`config.mk`:
```
export PLATFORM = sky130hd
export DESIGN_NAME = mp_uart_rx
export DESIGN_NICKNAME = d
export VERILOG_FILES = /design/src/rtl/mp_uart_rx_pkg.sv /design/src/rtl/mp_uart_rx_sync.sv /design/src/rtl/mp_uart_rx_frame.sv /design/src/rtl/mp_uart_rx_match.sv /design/src/rtl/mp_uart_rx_regs.sv /design/src/rtl/mp_uart_rx.sv
export SDC_FILE = /design/constraint.sdc
export NUM_CORES = 1
export LEC_CHECK = 0
export BUFFER_PORTS_ARGS = -buffer_cell sky130_fd_sc_hd__buf_2
export CAP_MARGIN = 20
export CORE_MARGIN = 4
export CORE_UTILIZATION = 45
export DETAILED_ROUTE_END_ITERATION = 7
export SLEW_MARGIN = 20
export SYNTH_ARGS = -nofsm -noshare
export SYNTH_HDL_FRONTEND = slang
export SYNTH_HIERARCHICAL = 1
export SYNTH_SLANG_ARGS = --single-unit
export TNS_END_PERCENT = 1
```
`constraint.sdc`:
```
create_clock -name clk -period 1.8 [get_ports clk]
set_input_delay 0.27 -clock clk [delete_from_list [all_inputs] [get_ports clk]]
set_output_delay 0.27 -clock clk [all_outputs]
set_load 0.01 [all_outputs]
```
`src/rtl/mp_uart_rx_pkg.sv`:
```
package mp_uart_rx_pkg;

    localparam int unsigned DATA_W = 8;
    localparam int unsigned REG_AW = 3;

    typedef logic [DATA_W-1:0] byte_t;

    typedef enum logic [REG_AW-1:0] {
        RS_CTRL  = 3'd0,
        RS_DATA  = 3'd1,
        RS_SADDR = 3'd2,
        RS_MASK  = 3'd3,
        RS_OPT   = 3'd4
    } reg_sel_e;

    typedef enum logic [1:0] {
        MD_SHIFT = 2'b00,
        MD_BYTE  = 2'b01,
        MD_NINE_A = 2'b10,
        MD_NINE_B = 2'b11
    } mode_e;

    // control register bit positions
    localparam int unsigned CB_MODE_HI = 7;
    localparam int unsigned CB_MODE_LO = 6;
    localparam int unsigned CB_FILT    = 5;
    localparam int unsigned CB_RXEN    = 4;
    localparam int unsigned CB_RX9     = 2;
    localparam int unsigned CB_FLAG    = 0;

    typedef struct packed {
        byte_t data;
        logic  ninth;
        logic  stop_ok;
    } frame_t;

    function automatic logic vote3(input logic [1:0] ones, input logic last);
        logic [1:0] total;
        total = ones + {1'b0, last};
        return total >= 2'd2;
    endfunction

    function automatic logic has_ninth(input mode_e m);
        return m[1];
    endfunction

endpackage

```
`src/rtl/mp_uart_rx_sync.sv`:
```
module mp_uart_rx_sync #(
    parameter int unsigned STAGES = 2
) (
    input  logic clk,
    input  logic rst,
    input  logic din,
    output logic dout
);
    logic [STAGES-1:0] q;

    always_ff @(posedge clk) begin
        if (rst) q <= '1;
        else     q <= {q[STAGES-2:0], din};
    end

    assign dout = q[STAGES-1];
endmodule

```
`src/rtl/mp_uart_rx_frame.sv`:
```
module mp_uart_rx_frame
    import mp_uart_rx_pkg::*;
#(
    parameter int unsigned OVS = 16
) (
    input  logic   clk,
    input  logic   rst,
    input  logic   tick,
    input  logic   en,
    input  logic   nine,
    input  logic   line,
    output logic   done,
    output frame_t frame
);
    localparam int unsigned PH_W = $clog2(OVS);
    localparam int unsigned MID  = OVS / 2;
    localparam logic [PH_W-1:0] PH_A    = PH_W'(MID - 1);
    localparam logic [PH_W-1:0] PH_B    = PH_W'(MID);
    localparam logic [PH_W-1:0] PH_V    = PH_W'(MID + 1);
    localparam logic [PH_W-1:0] PH_LAST = PH_W'(OVS - 1);
    localparam int unsigned BN_W = $clog2(DATA_W + 3);
    localparam logic [BN_W-1:0] BN_LAST_DATA = BN_W'(DATA_W);
    localparam logic [BN_W-1:0] BN_STOP8     = BN_W'(DATA_W + 1);
    localparam logic [BN_W-1:0] BN_STOP9     = BN_W'(DATA_W + 2);

    typedef enum logic {ST_IDLE, ST_RUN} st_e;

    st_e             st;
    logic [PH_W-1:0] ph;
    logic [BN_W-1:0] bn;
    logic [1:0]      ones;
    byte_t           shreg;
    logic            b9;
    logic            v;
    logic [BN_W-1:0] bn_stop;

    assign v       = vote3(ones, line);
    assign bn_stop = nine ? BN_STOP9 : BN_STOP8;

    always_ff @(posedge clk) begin
        if (rst) begin
            st    <= ST_IDLE;
            ph    <= '0;
            bn    <= '0;
            ones  <= '0;
            shreg <= '0;
            b9    <= 1'b0;
            done  <= 1'b0;
            frame <= '0;
        end else begin
            done <= 1'b0;
            if (!en) begin
                st <= ST_IDLE;
            end else if (tick) begin
                unique case (st)
                    ST_IDLE: begin
                        if (!line) begin
                            st <= ST_RUN;
                            ph <= PH_W'(1);
                            bn <= '0;
                        end
                    end
                    ST_RUN: begin
                        ph <= (ph == PH_LAST) ? '0 : ph + PH_W'(1);
                        if (ph == PH_A) begin
                            ones <= {1'b0, line};
                        end else if (ph == PH_B) begin
                            ones <= ones + {1'b0, line};
                        end else if (ph == PH_V) begin
                            bn <= bn + BN_W'(1);
                            if (bn == '0) begin
                                if (v) st <= ST_IDLE;
                            end else if (bn == bn_stop) begin
                                done          <= 1'b1;
                                frame.data    <= shreg;
                                frame.ninth   <= nine ? b9 : v;
                                frame.stop_ok <= v;
                                st            <= ST_IDLE;
                            end else if (bn <= BN_LAST_DATA) begin
                                shreg <= {v, shreg[DATA_W-1:1]};
                            end else begin
                                b9 <= v;
                            end
                        end
                    end
                    default: st <= ST_IDLE;
                endcase
            end
        end
    end

    AST_IDLE_WHEN_OFF: assert property (@(posedge clk) disable iff (rst)
        !en |=> (st == ST_IDLE) && !done);

    AST_DONE_ON_TICK: assert property (@(posedge clk) disable iff (rst)
        done |-> $past(tick) && $past(en));
endmodule

```
`src/rtl/mp_uart_rx_match.sv`:
```
module mp_uart_rx_match
    import mp_uart_rx_pkg::*;
(
    input  byte_t rx_byte,
    input  byte_t saddr,
    input  byte_t mask,
    output logic  hit
);
    byte_t bcast;
    logic  given_hit;
    logic  bcast_hit;

    always_comb begin
        bcast     = saddr | mask;
        given_hit = ((rx_byte ^ saddr) & mask) == '0;
        bcast_hit = (rx_byte & bcast) == bcast;
        hit       = given_hit | bcast_hit;
    end
endmodule

```
`src/rtl/mp_uart_rx_regs.sv`:
```
module mp_uart_rx_regs
    import mp_uart_rx_pkg::*;
(
    input  logic     clk,
    input  logic     rst,
    input  logic     wr_en,
    input  reg_sel_e sel,
    input  byte_t    wr_data,
    output byte_t    rd_data,
    input  logic     done,
    input  frame_t   frame,
    input  logic     hit,
    output mode_e    mode,
    output logic     rx_en,
    output byte_t    saddr,
    output byte_t    mask
);
    logic  mode_hi, mode_lo, filt, rx9, flag, fe, fe_sel;
    byte_t data_q;
    logic  ctrl_wr, accept, fe_set, filtering;

    assign mode      = mode_e'({mode_hi, mode_lo});
    assign ctrl_wr   = wr_en && (sel == RS_CTRL);
    assign filtering = has_ninth(mode) && filt;
    assign accept    = done && frame.stop_ok && (!filtering || (frame.ninth && hit));
    assign fe_set    = done && !frame.stop_ok;

    always_ff @(posedge clk) begin
        if (rst) begin
            mode_hi <= 1'b0;
            mode_lo <= 1'b0;
            filt    <= 1'b0;
            rx_en   <= 1'b0;
            rx9     <= 1'b0;
            flag    <= 1'b0;
            fe      <= 1'b0;
            fe_sel  <= 1'b0;
            data_q  <= '0;
            saddr   <= '0;
            mask    <= '0;
        end else begin
            if (wr_en) begin
                unique case (sel)
                    RS_CTRL: begin
                        if (fe_sel) fe      <= wr_data[CB_MODE_HI];
                        else        mode_hi <= wr_data[CB_MODE_HI];
                        mode_lo <= wr_data[CB_MODE_LO];
                        filt    <= wr_data[CB_FILT];
                        rx_en   <= wr_data[CB_RXEN];
                        rx9     <= wr_data[CB_RX9];
                        flag    <= wr_data[CB_FLAG];
                    end
                    RS_SADDR: saddr  <= wr_data;
                    RS_MASK:  mask   <= wr_data;
                    RS_OPT:   fe_sel <= wr_data[0];
                    default: ;
                endcase
            end
            if (accept) begin
                flag   <= 1'b1;
                rx9    <= frame.ninth;
                data_q <= frame.data;
            end
            if (fe_set) fe <= 1'b1;
        end
    end

    always_comb begin
        rd_data = '0;
        unique case (sel)
            RS_CTRL: begin
                rd_data[CB_MODE_HI] = fe_sel ? fe : mode_hi;
                rd_data[CB_MODE_LO] = mode_lo;
                rd_data[CB_FILT]    = filt;
                rd_data[CB_RXEN]    = rx_en;
                rd_data[CB_RX9]     = rx9;
                rd_data[CB_FLAG]    = flag;
            end
            RS_DATA:  rd_data = data_q;
            RS_SADDR: rd_data = saddr;
            RS_MASK:  rd_data = mask;
            RS_OPT:   rd_data[0] = fe_sel;
            default:  rd_data = '0;
        endcase
    end

    AST_FLAG_FROM_FRAME: assert property (@(posedge clk) disable iff (rst)
        ($rose(flag) && !$past(ctrl_wr)) |-> ($past(done) && $past(frame.stop_ok)));

    AST_FILTER_REJECT: assert property (@(posedge clk) disable iff (rst)
        (done && has_ninth(mode) && filt && !(frame.ninth && hit) && !ctrl_wr)
        |=> $stable(flag) && $stable(data_q));

    AST_FE_STICKY: assert property (@(posedge clk) disable iff (rst)
        (fe && !(ctrl_wr && fe_sel && !wr_data[CB_MODE_HI])) |=> fe);

    AST_FLAG_HOLD: assert property (@(posedge clk) disable iff (rst)
        (flag && !ctrl_wr) |=> flag);
endmodule

```
`src/rtl/mp_uart_rx.sv`:
```
module mp_uart_rx
    import mp_uart_rx_pkg::*;
#(
    parameter int unsigned OVS         = 16,
    parameter int unsigned SYNC_STAGES = 2
) (
    input  logic        clk,
    input  logic        rst,
    input  logic        baud_tick,
    input  logic        rx_line,
    input  logic        reg_we,
    input  logic [2:0]  reg_addr,
    input  logic [7:0]  reg_wdata,
    output logic [7:0]  reg_rdata
);
    logic   line_s;
    logic   done;
    frame_t frame;
    logic   hit;
    mode_e  mode;
    logic   rx_en;
    byte_t  saddr, mask;
    logic   fr_en;

    assign fr_en = rx_en && (mode != MD_SHIFT);

    mp_uart_rx_sync #(.STAGES(SYNC_STAGES)) u_sync (
        .clk (clk),
        .rst (rst),
        .din (rx_line),
        .dout(line_s)
    );

    mp_uart_rx_frame #(.OVS(OVS)) u_frame (
        .clk  (clk),
        .rst  (rst),
        .tick (baud_tick),
        .en   (fr_en),
        .nine (has_ninth(mode)),
        .line (line_s),
        .done (done),
        .frame(frame)
    );

    mp_uart_rx_match u_match (
        .rx_byte(frame.data),
        .saddr  (saddr),
        .mask   (mask),
        .hit    (hit)
    );

    mp_uart_rx_regs u_regs (
        .clk    (clk),
        .rst    (rst),
        .wr_en  (reg_we),
        .sel    (reg_sel_e'(reg_addr)),
        .wr_data(reg_wdata),
        .rd_data(reg_rdata),
        .done   (done),
        .frame  (frame),
        .hit    (hit),
        .mode   (mode),
        .rx_en  (rx_en),
        .saddr  (saddr),
        .mask   (mask)
    );

    AST_MODE0_QUIET: assert property (@(posedge clk) disable iff (rst)
        (mode == MD_SHIFT) |=> !done);
endmodule

```
**Word level (Yosys, flattened, before mapping)**

Cells that the tools add are included.

- Register bits after elaboration: 65
- RAM bits: 0
- Memories kept: 0
- Memory bits (read-only): 0
- Bits in latches: 0

- Magnitude comparators: 2
- Div/mod/pow operators: 0
- Shift operators: 0
- Multiply operators: 0
- Mux-type cells: 37
- Reduce and logical (&&, ||, !) cells: 34
- Bitwise logic cells: 15
- Equal/unequal tests: 14
- $add $sub $neg: 3

Operators by type and width:

| operator | count |
|---|---|
| $mux 4 | 6 |
| $mux 1 | 20 |
| $reduce_and 9->1 | 2 |
| $and 8x8->8 | 2 |
| $pmux 4 s2 | 2 |
| $pmux 4 s4 | 1 |
| $reduce_bool 2->1 | 7 |
| $eq 4x4->1 const B | 3 |
| $not 1->1 | 10 |
| $reduce_and 2->1 | 5 |
| $reduce_and 3->1 | 3 |
| $add 4x1->4 const B | 2 |
| $eq 8x8->1 | 1 |
| $logic_not 8->1 | 1 |
| $ne 2x2->1 const B | 4 |
| $or 8x8->8 | 1 |
| $reduce_and 8->1 | 1 |
| $reduce_or 8->1 | 1 |
| $xor 8x8->8 | 1 |
| $eq 3x2->1 const B | 2 |
| $logic_and 1x1->1 | 6 |
| $mux 2 | 3 |
| $pmux 1 s3 | 2 |
| $reduce_and 6->1 | 1 |
| other kinds (17) | 18 |

**Depth between registers and ports, before layout**

Gate-level depths: netlist of the first run.

- Depth after elaboration: 9
- Mapped depth: 9
- Depth with buffers taken out: 8

**Cells and area by module**

Netlist of the first run, hierarchy kept.

Modules (own cells, without submodules):

| module | seq. area each (sq um) | instances | cells an instance | area an instance (sq um) |
|---|---|---|---|---|
| mp_uart_rx_frame | 620.6 | 1 | 157 | 1524.0 |
| mp_uart_rx_regs | 640.6 | 1 | 161 | 1514.0 |
| mp_uart_rx_match | 0.0 | 1 | 26 | 190.2 |
| mp_uart_rx_sync | 40.0 | 1 | 4 | 52.6 |
| mp_uart_rx | 0.0 | 1 | 1 | 7.5 |

**Worst setup path before layout of the first run**

OpenSTA, ideal clock, no wires.

- Kind: register to register
- Start: register u_regs.saddr[6]
- End: register u_regs.data_q[7]
- Slack: 0.087 ns
- Arrival time: 1.586 ns
- Cell stages (with the launch flop): 10
- Required time: 1.672 ns
- Period minus slack after synthesis: 1.713 ns
- Setup time: 0.128 ns
- Path buffers: 1
- Cell sequence: dfxtp_1 xor2_1 a22oi_1 nand4_1 o31ai_2 nand2_1 a31oi_1 buf_2 mux2i_1 nor2_1

- Longest elaborated chain between the ends: 7
- Elaborated cells between the ends (all ways): 10

RTL lines:

| what | RTL line | source |
|---|---|---|
| from (decl) | mp_uart_rx_regs.sv:15 | `output byte_t saddr,` |
| from (signal assigned) | mp_uart_rx_regs.sv:53 | `RS_SADDR: saddr <= wr_data;` |
| $or 8x8->8 / $xor 8x8->8 (equally long branches) | mp_uart_rx_match.sv:14, mp_uart_rx_match.sv:15 |  |
| $and 8x8->8 (on tied branches) | mp_uart_rx_match.sv:16, mp_uart_rx_match.sv:15 |  |
| $eq 8x8->1 / $logic_not 8->1 (equally long branches) | mp_uart_rx_match.sv:16, mp_uart_rx_match.sv:15 |  |
| $or 1x1->1 (*) | mp_uart_rx_match.sv:17 | `hit = given_hit \| bcast_hit;` |
| named net hit | mp_uart_rx.sv:19 | `logic hit;` |
| $logic_and 1x1->1 (*) | mp_uart_rx_regs.sv:25 | `assign accept = done && frame.stop_ok && (!filtering \|\| (frame.ninth && hit));` |
| $logic_or 1x1->1 (*) | mp_uart_rx_regs.sv:25 |  |
| $logic_and 1x1->1 (*) | mp_uart_rx_regs.sv:25 |  |
| to (signal assigned) | mp_uart_rx_regs.sv:62 | `data_q <= frame.data;` |
| to (decl) | mp_uart_rx_regs.sv:19 | `byte_t data_q;` |

The timed path passes the listed nets; every way through them passes the cells marked *.
A chain may end at the register's enable or synchronous reset.

**Worst setup path in the final report of the first run**

- Start: register u_frame/frame[9] (netlist name)
- End: register u_regs.data_q[1]

- Longest elaborated chain between the ends: 7
- Elaborated cells between the ends (all ways): 9

RTL lines:

| what | RTL line | source |
|---|---|---|
| $xor 8x8->8 | mp_uart_rx_match.sv:15 | `given_hit = ((rx_byte ^ saddr) & mask) == '0;` |
| $and 8x8->8 | mp_uart_rx_match.sv:15 |  |
| $logic_not 8->1 | mp_uart_rx_match.sv:15 |  |
| $or 1x1->1 (*) | mp_uart_rx_match.sv:17 |  |
| named net hit | mp_uart_rx.sv:19 |  |
| $logic_and 1x1->1 (*) | mp_uart_rx_regs.sv:25 |  |
| $logic_or 1x1->1 (*) | mp_uart_rx_regs.sv:25 |  |
| $logic_and 1x1->1 (*) | mp_uart_rx_regs.sv:25 |  |

Marks and branches as above.

==> impl_metrics.tcl, run 1 <==
set metrics [dict create \
    status "finished with violations" \
    violations "negative setup slack" \
    synth_area_per_cell_sq_um 9.42 \
    wl_met2_mm 3.49 \
    place_congestion 0.834 \
    finalSetupTns_ns -0.468 \
    antenna_found_initial 0 \
    final.fill_count 660 \
    synth.distinct_cells 57 \
    ys_seq_elements 65 \
    final_util 0.549 \
    critPathArrivalTime_ns 2.10 \
    io_buffers 23 \
    synthAdderAreaFrac 0.0228 \
    p_per_area_nw_per_um2 748 \
    wl_per_cell_microns 16.0 \
    ir_drop_mv 0.354 \
    clk_pin_slew_ns 0.07 \
    p_total_uw 2850 \
    dr_total_vias 2615 \
    drive_above_1_share 0.218 \
    r2r-end "u_regs/data_q[1]$_SDFFE_PP0P_" \
    ys_top_cells_by_count "65 x dfxtp_1, 47 x mux2i_1, 47 x nand2_1, 42 x nor2_1, 22 x a21oi_1" \
    fmax_mhz 531 \
    drtAntennaViolNets 0 \
    fin_ws_ns -0.0834 \
    initial_utilization 0.474 \
    r2r_slack_ns -0.08 \
    synth-edff-count 0 \
    ios 24 \
    syn_inst 349 \
    drt_iter0_drc 146 \
    critical_path.startpoint_type "register" \
    synthSimpleGateAreaFrac 0.226 \
    hpwl_mm 5.61 \
    grt_usage 0.190 \
    hold_depth 2 \
    netlist.area_leader.share 0.396 \
    avgViaCountPerCell 5.38 \
    synthTopCellsByArea "dfxtp_1 40%, mux2i_1 14%, nand2_1 5.4%, nor2_1 4.8%, a21oi_1 3.3%" \
    syn_nets 371 \
    hold_end "u_sync/q[0]$_SDFF_PP1_" \
    grt_setup_unrepaired "yes" \
    cts_root_buf "clkbuf_8" \
    period_share 1.05 \
    wl_met1_mm 3.77 \
    cts_tree "built" \
    synthesis.area_sq_um 3290 \
    setup_viol 9 \
    rows 30 \
    clockBufferDepth 2 \
    die_h_microns 93.5 \
    synth.area.mux_share 0.172 \
    clk_latency_ns 0.33 \
    yosysWarnings 6 \
    slew_headroom 0.671 \
    cts_hold_buf 0 \
    core_area_sq_um 6940 \
    top_layer "met4" \
    tightest_slew_ns 0.491 \
    max_cap_violations 0 \
    rr_worst_depth 9 \
    synth_top_family_by_area "simple AND/OR/NAND/NOR gates" \
    grt_max_degree 27 \
    finalCriticalPeriod_ns 1.88 \
    numCtsBuffers 9 \
    critPathKind "reg2reg" \
    clock_skew_ns 0.00738 \
    syn_to_final_growth_pct 15.9 \
    hold_viol 0 \
    power_leakage_uw 0.00162 \
    seq_area_sq_um 1310 \
    cp.required_ns 2.02 \
    drt_wl_total_mm 7.77 \
    n_antenna_cell 0 \
    yosysSeqAreaShare 0.396 \
    drv_slew 0 \
    synth_top_area_cell "dfxtp_1" \
    worstHoldStart "rx_line" \
    async_flop_share 0 \
    synth-xor-area-share 0.0240 \
    pre_cts_ws_ns -0.0701 \
    holdWs_ns 0.117 \
    route.met3.wl_microns 427 \
    die_width_microns 93.5 \
    grt_pass1_vias 2535 \
    synth_compound_area_frac 0.118 \
    grt_pass1_wl_mm 12.9 \
    dr.pass1.iters 5 \
    cts_sinks 65 \
    multi_input_area_sq_um 1870 \
    cp-end-kind "register" \
    drc 0 \
    worstReg2RegStart "u_frame/frame[9]$_SDFFE_PP0P_" \
    synthMostInstantiatedCell "dfxtp_1" \
    cts_max_level 3 \
    hp-class "in2reg" \
    synth_ff_type "dfxtp_1" \
    overflow 0 \
    nNetsFinal 408 \
    crit_fanout 5 \
    dieArea_sq_um 8740 \
]
## sequential cells by signal, indices dropped and copies added, names as in the netlist, 2 cells and up
name / cells
u_frame/ones: 2
u_frame/ph: 4
u_frame/frame: 10
u_sync/q: 2
u_regs/data_q: 8
u_frame/shreg: 8
u_frame/bn: 4
u_regs/saddr: 8
u_regs/mask: 8
## worst max path at each step
stage                                              from                            end  slack, ns  cells after the start
after detailed placement   u_regs/saddr[2]$_SDFFE_PP0P_  u_regs/data_q[1]$_SDFFE_PP0P_      -0.07                      9
after global routing       u_regs/saddr[6]$_SDFFE_PP0P_  u_regs/data_q[1]$_SDFFE_PP0P_      -0.20                      9
after global placement     u_regs/saddr[2]$_SDFFE_PP0P_  u_regs/data_q[0]$_SDFFE_PP0P_       0.01                      9
after floorplan            u_regs/saddr[6]$_SDFFE_PP0P_  u_regs/data_q[7]$_SDFFE_PP0P_       0.09                      9
final                     u_frame/frame[9]$_SDFFE_PP0P_  u_regs/data_q[1]$_SDFFE_PP0P_      -0.08                      9
after CTS                  u_regs/saddr[2]$_SDFFE_PP0P_  u_regs/data_q[1]$_SDFFE_PP0P_      0.002                      9
## report_power, final
group	internal, uW	switching, uW	leakage [uW]	total (uW)
sequential	1450	14.3	0.000527	1460
combinational	64.7	97.4	0.00100	162
clock	673	551	0.0000916	1220
## routing by layer
| metal | global-route usage | vias up |
|---|---|---|
| met5 | 0 | - |
| li1 | - | 1295 |
| met1 | 0.262 | 1236 |
| met2 | 0.289 | 74 |
| met3 | 0.0386 | 10 |
| met4 | 0.0794 | 0 |
## per-stage QoR
stage               area (sq um)  cells
global route                3810    486
CTS                         3790    486
floorplan                   3290    349
detailed placement          3560    469
finish                      3810    486
global placement            3560    469
## layout make-up
type | instances | share of cell area
Multi-Input combinational cell | 256 | 0.491
Inverter | 11 | 0.0108
Sequential cell | 65 | 0.344
Tap cell | 96 | 0.0315
Clock buffer | 11 | 0.0371
Clock inverter | 4 | 0.0141
Timing Repair Buffer | 43 | 0.0716
## worst max-delay path: stages, from the launching register on
cell     delay, ns
dfxtp_1       0.34
xor2_1        0.18
a22oi_2       0.21
nand4_1       0.13
o31ai_2       0.08
nand2_1       0.13
a31oi_4       0.25
buf_6         0.17
mux2i_1       0.21
nor2_1        0.06
## logic make-up after synthesis
kind of cell / after synthesis
and+or+nand+nor: 134
DFF: 65
AOI/OAI and AO/OA: 56
muxes: 51
buffers and inverters: 28
xor gates and xnor gates: 9
adders and majority gates: 6
## cells in the final DEF (no fill, tap or decap), drive strengths merged, types with 4 or more instances in the layout
cell type	instances
nand2	47
buf	43
dfxtp	65
nand3b	4
inv	11
nor2b	11
a31oi	4
mux4	4
mux2i	47
nand3	5
nand2b	4
clkbuf	11
nor2	43
ha	6
a21oi	22
xor2	9
a22oi	4
o21ai	7
## repair_timing
action,4_1_cts,5_1_grt
endpoints found under the setup margin,8,12
cloned,1,0
resized for setup,6,10
pin swaps,3,7
buffers inserted,1,0
Note: power is estimated with default switching activity, not from simulation.
==> run 2: changes to the inputs <==
--- a/config.mk
+++ b/config.mk
@@ -13,6 +13,5 @@
 export SLEW_MARGIN = 20
 export SYNTH_ARGS = -nofsm -noshare
 export SYNTH_HDL_FRONTEND = slang
-export SYNTH_HIERARCHICAL = 1
 export SYNTH_SLANG_ARGS = --single-unit
 export TNS_END_PERCENT = 1
==> run 2 against run 1 <==
Largest cell class unchanged. Synthesized cell count up 8.3%. Count of clock-buffer cells in the layout down 2. Non-clock buffer count up 18. Combinational power up 17%. The run now ends clean. Die area up 2.9%.
==> impl_metrics.tcl, run 2 <==
set metrics [dict create \
    place_area_sq_um 3810 \
    p_int_uw 2300 \
    top_layer "met4" \
    largest_register "u_frame.frame" \
    yosysSeqAreaShare 0.384 \
    dr.pass1.iters 5 \
    hpwl_mm 6.00 \
    route.met3.wl_microns 408 \
    clk_latency_ns 0.34 \
    p_per_area_nw_per_um2 729 \
    ys_top_cells_by_count "65 x dfxtp_1, 56 x nor2_1, 38 x mux2i_1, 26 x nand2_1, 16 x nor2b_1" \
    synth-edff-count 0 \
    clk_pin_slew_ns 0.07 \
    power_frac_seq 0.490 \
    n_antenna_cell 0 \
    cp.required_ns 1.53 \
    synthMostInstantiatedCell "dfxtp_1" \
    clockBufferDepth 2 \
    cts_sinks 65 \
    worstSetupStartpoint "u_regs.mask[6]$_SDFFE_PP0P_" \
    final_common_cell "dfxtp_1" \
    core_area_sq_um 7290 \
    sw_frac_of_total 0.230 \
    slew_headroom 0.496 \
    synthesis.area_sq_um 3390 \
    worstReg2RegStart "u_frame.ph[1]$_SDFFE_PP0P_" \
    ios 24 \
    finish.instance_area_sq_um 4100 \
    netlist.area_leader.share 0.384 \
    grt_max_degree 41 \
    numCtsBuffers 9 \
    synth.distinct_cells 48 \
    cts_max_level 3 \
    largest_reg_flops 10 \
    hold_viol 0 \
    rows 31 \
    antenna_found_initial 0 \
    ys_seq_elements 65 \
    power_leakage_uw 0.00177 \
    cts_root_buf "clkbuf_8" \
    syn_inst 378 \
    finalSetupTns_ns 0 \
    drt_iter0_drc 109 \
    synth_top_area_cell "dfxtp_1" \
    async_flop_share 0 \
    status "finished clean" \
    drc 0 \
    initial_utilization 0.465 \
    wl_met2_mm 4.14 \
    grt_usage 0.197 \
    holdWs_ns 0.113 \
    final_cell_mix "61 x dfxtp_1, 55 x nor2_1, 37 x mux2i_1" \
    hp-class "in2reg" \
    fmax_mhz 560 \
    r2r_slack_ns 0.03 \
    drv_slew 0 \
    critPathKind "reg2out" \
    max_cap_violations 0 \
    r2r-end "u_frame.frame[0]$_SDFFE_PP0P_" \
    place_congestion 0.834 \
    grt_setup_unrepaired "yes" \
    slowest_delay_ns 0.45 \
    drive_above_1_share 0.258 \
    tightest_slew_ns 0.756 \
    wl_met1_mm 3.78 \
    p_switching_uw 686 \
    rr_worst_depth 8 \
    wl_per_cell_microns 16.0 \
    grt_pass1_vias 2744 \
    p_total_uw 2980 \
    dr_total_vias 2894 \
    io_buffers 23 \
    cp-end-kind "primary output" \
    synth_area_per_cell_sq_um 8.97 \
    ir_drop_mv 0.402 \
    cp_slowest_cell "mux4_2" \
    avgViaCountPerCell 5.46 \
    synthTopCellsByArea "dfxtp_1 38%, mux2i_1 11%, nor2_1 6.2%, xor2_1 3.1%, nor2b_1 3.0%" \
    finalCriticalPeriod_ns 1.78 \
    setup_viol 0 \
    overflow 0 \
    drt_wl_total_mm 8.48 \
    critPathArrivalTime_ns 1.51 \
    clock_skew_ns 0.00968 \
    hold_depth 2 \
    dieArea_sq_um 8990 \
    syn_to_final_growth_pct 20.8 \
    cts_tree "built" \
    fin_ws_ns 0.0158 \
    crit_fanout 3 \
    period_share 0.991 \
    syn_nets 400 \
    die_h_microns 94.8 \
    grt_pass1_wl_mm 13.6 \
    pre_cts_ws_ns 0.000810 \
    synth_ff_type "dfxtp_1" \
    clkPwrFrac 0.447 \
    die_width_microns 94.8 \
    crit_end "reg_rdata[6]" \
    nNetsFinal 449 \
    path_cells "buf_4 -> mux4_2 -> nor2b_1 -> buf_2" \
    drtAntennaViolNets 0 \
    critical_path.startpoint_type "register" \
    yosysWarnings 0 \
    p_comb_frac 0.063 \
]
==> run 2: worst max-delay path: cells and delay by family (launching register included) <==
family                 cells  cell delay, ns
multiplexers               1            0.45
buffers and inverters      2            0.27
flip-flops                 1            0.32
AND/OR/NAND/NOR            1            0.14
==> run 2: worst min path at each step <==
stage | to | start
after floorplan | u_sync.q[0]$_SDFF_PP1_ | rx_line
after global placement | u_sync.q[1]$_SDFF_PP1_ | u_sync.q[0]$_SDFF_PP1_
after detailed placement | u_sync.q[1]$_SDFF_PP1_ | u_sync.q[0]$_SDFF_PP1_
after CTS | u_sync.q[0]$_SDFF_PP1_ | rx_line
after global routing | u_sync.q[0]$_SDFF_PP1_ | rx_line
final | u_sync.q[0]$_SDFF_PP1_ | rx_line
==> run 2: cell type report <==
class / count / area, sq um
Multi-Input combinational cell: 284 / 2010
Sequential cell: 65 / 1310
Tap cell: 99 / 124
Clock inverter: 6 / 83.8
Fill cell: 706 / 3200
Clock buffer: 9 / 124
Timing Repair Buffer: 61 / 424
Inverter: 6 / 22.5
==> run 2: repair_timing <==
action                                  4_1_cts  5_1_grt
endpoints found under the hold margin         0        0
gates resized for setup                       4       17
hold buffers                                  0        0
cloned                                        0        1
setup buffers                                 0        1
endpoints found under the setup margin        3       24
pin swaps                                     0        5
==> run 2: kinds of logic after synthesis <==
kind of cell	synth area share
AND/OR/NAND/NOR	0.235
adder cells (fa/ha/maj)	0.0221
AO/OA/AOI/OAI	0.137
multiplexers	0.153
flip-flops	0.384
XOR/XNOR	0.0310
buffers and inverters	0.0384
==> run 2: stage by stage <==
stage / std cells / utilization
4_1_cts: 528 / 0.552
5_1_grt: 530 / 0.562
3_5_place_dp: 513 / 0.523
2_1_floorplan: 378 / -
6_report: 530 / 0.562
3_3_place_gp: 513 / 0.523
==> run 2: power groups by stage <==
stage                     Sequential (uW)  Combinational, uW  Clock (uW)
after floorplan                      1490                118           0
after global placement               1490                186           0
after detailed placement             1490                186           0
after CTS                            1460                189        1360
after global routing                 1460                205        1420
final                                1460                189        1330
==> run 2: routing by layer <==
| metal | vias up | GRT usage |
|---|---|---|
| li1 | 1441 | - |
| met1 | 1372 | 0.248 |
| met2 | 69 | 0.328 |
| met3 | 12 | 0.0486 |
| met4 | 0 | 0.0649 |
| met5 | - | 0 |
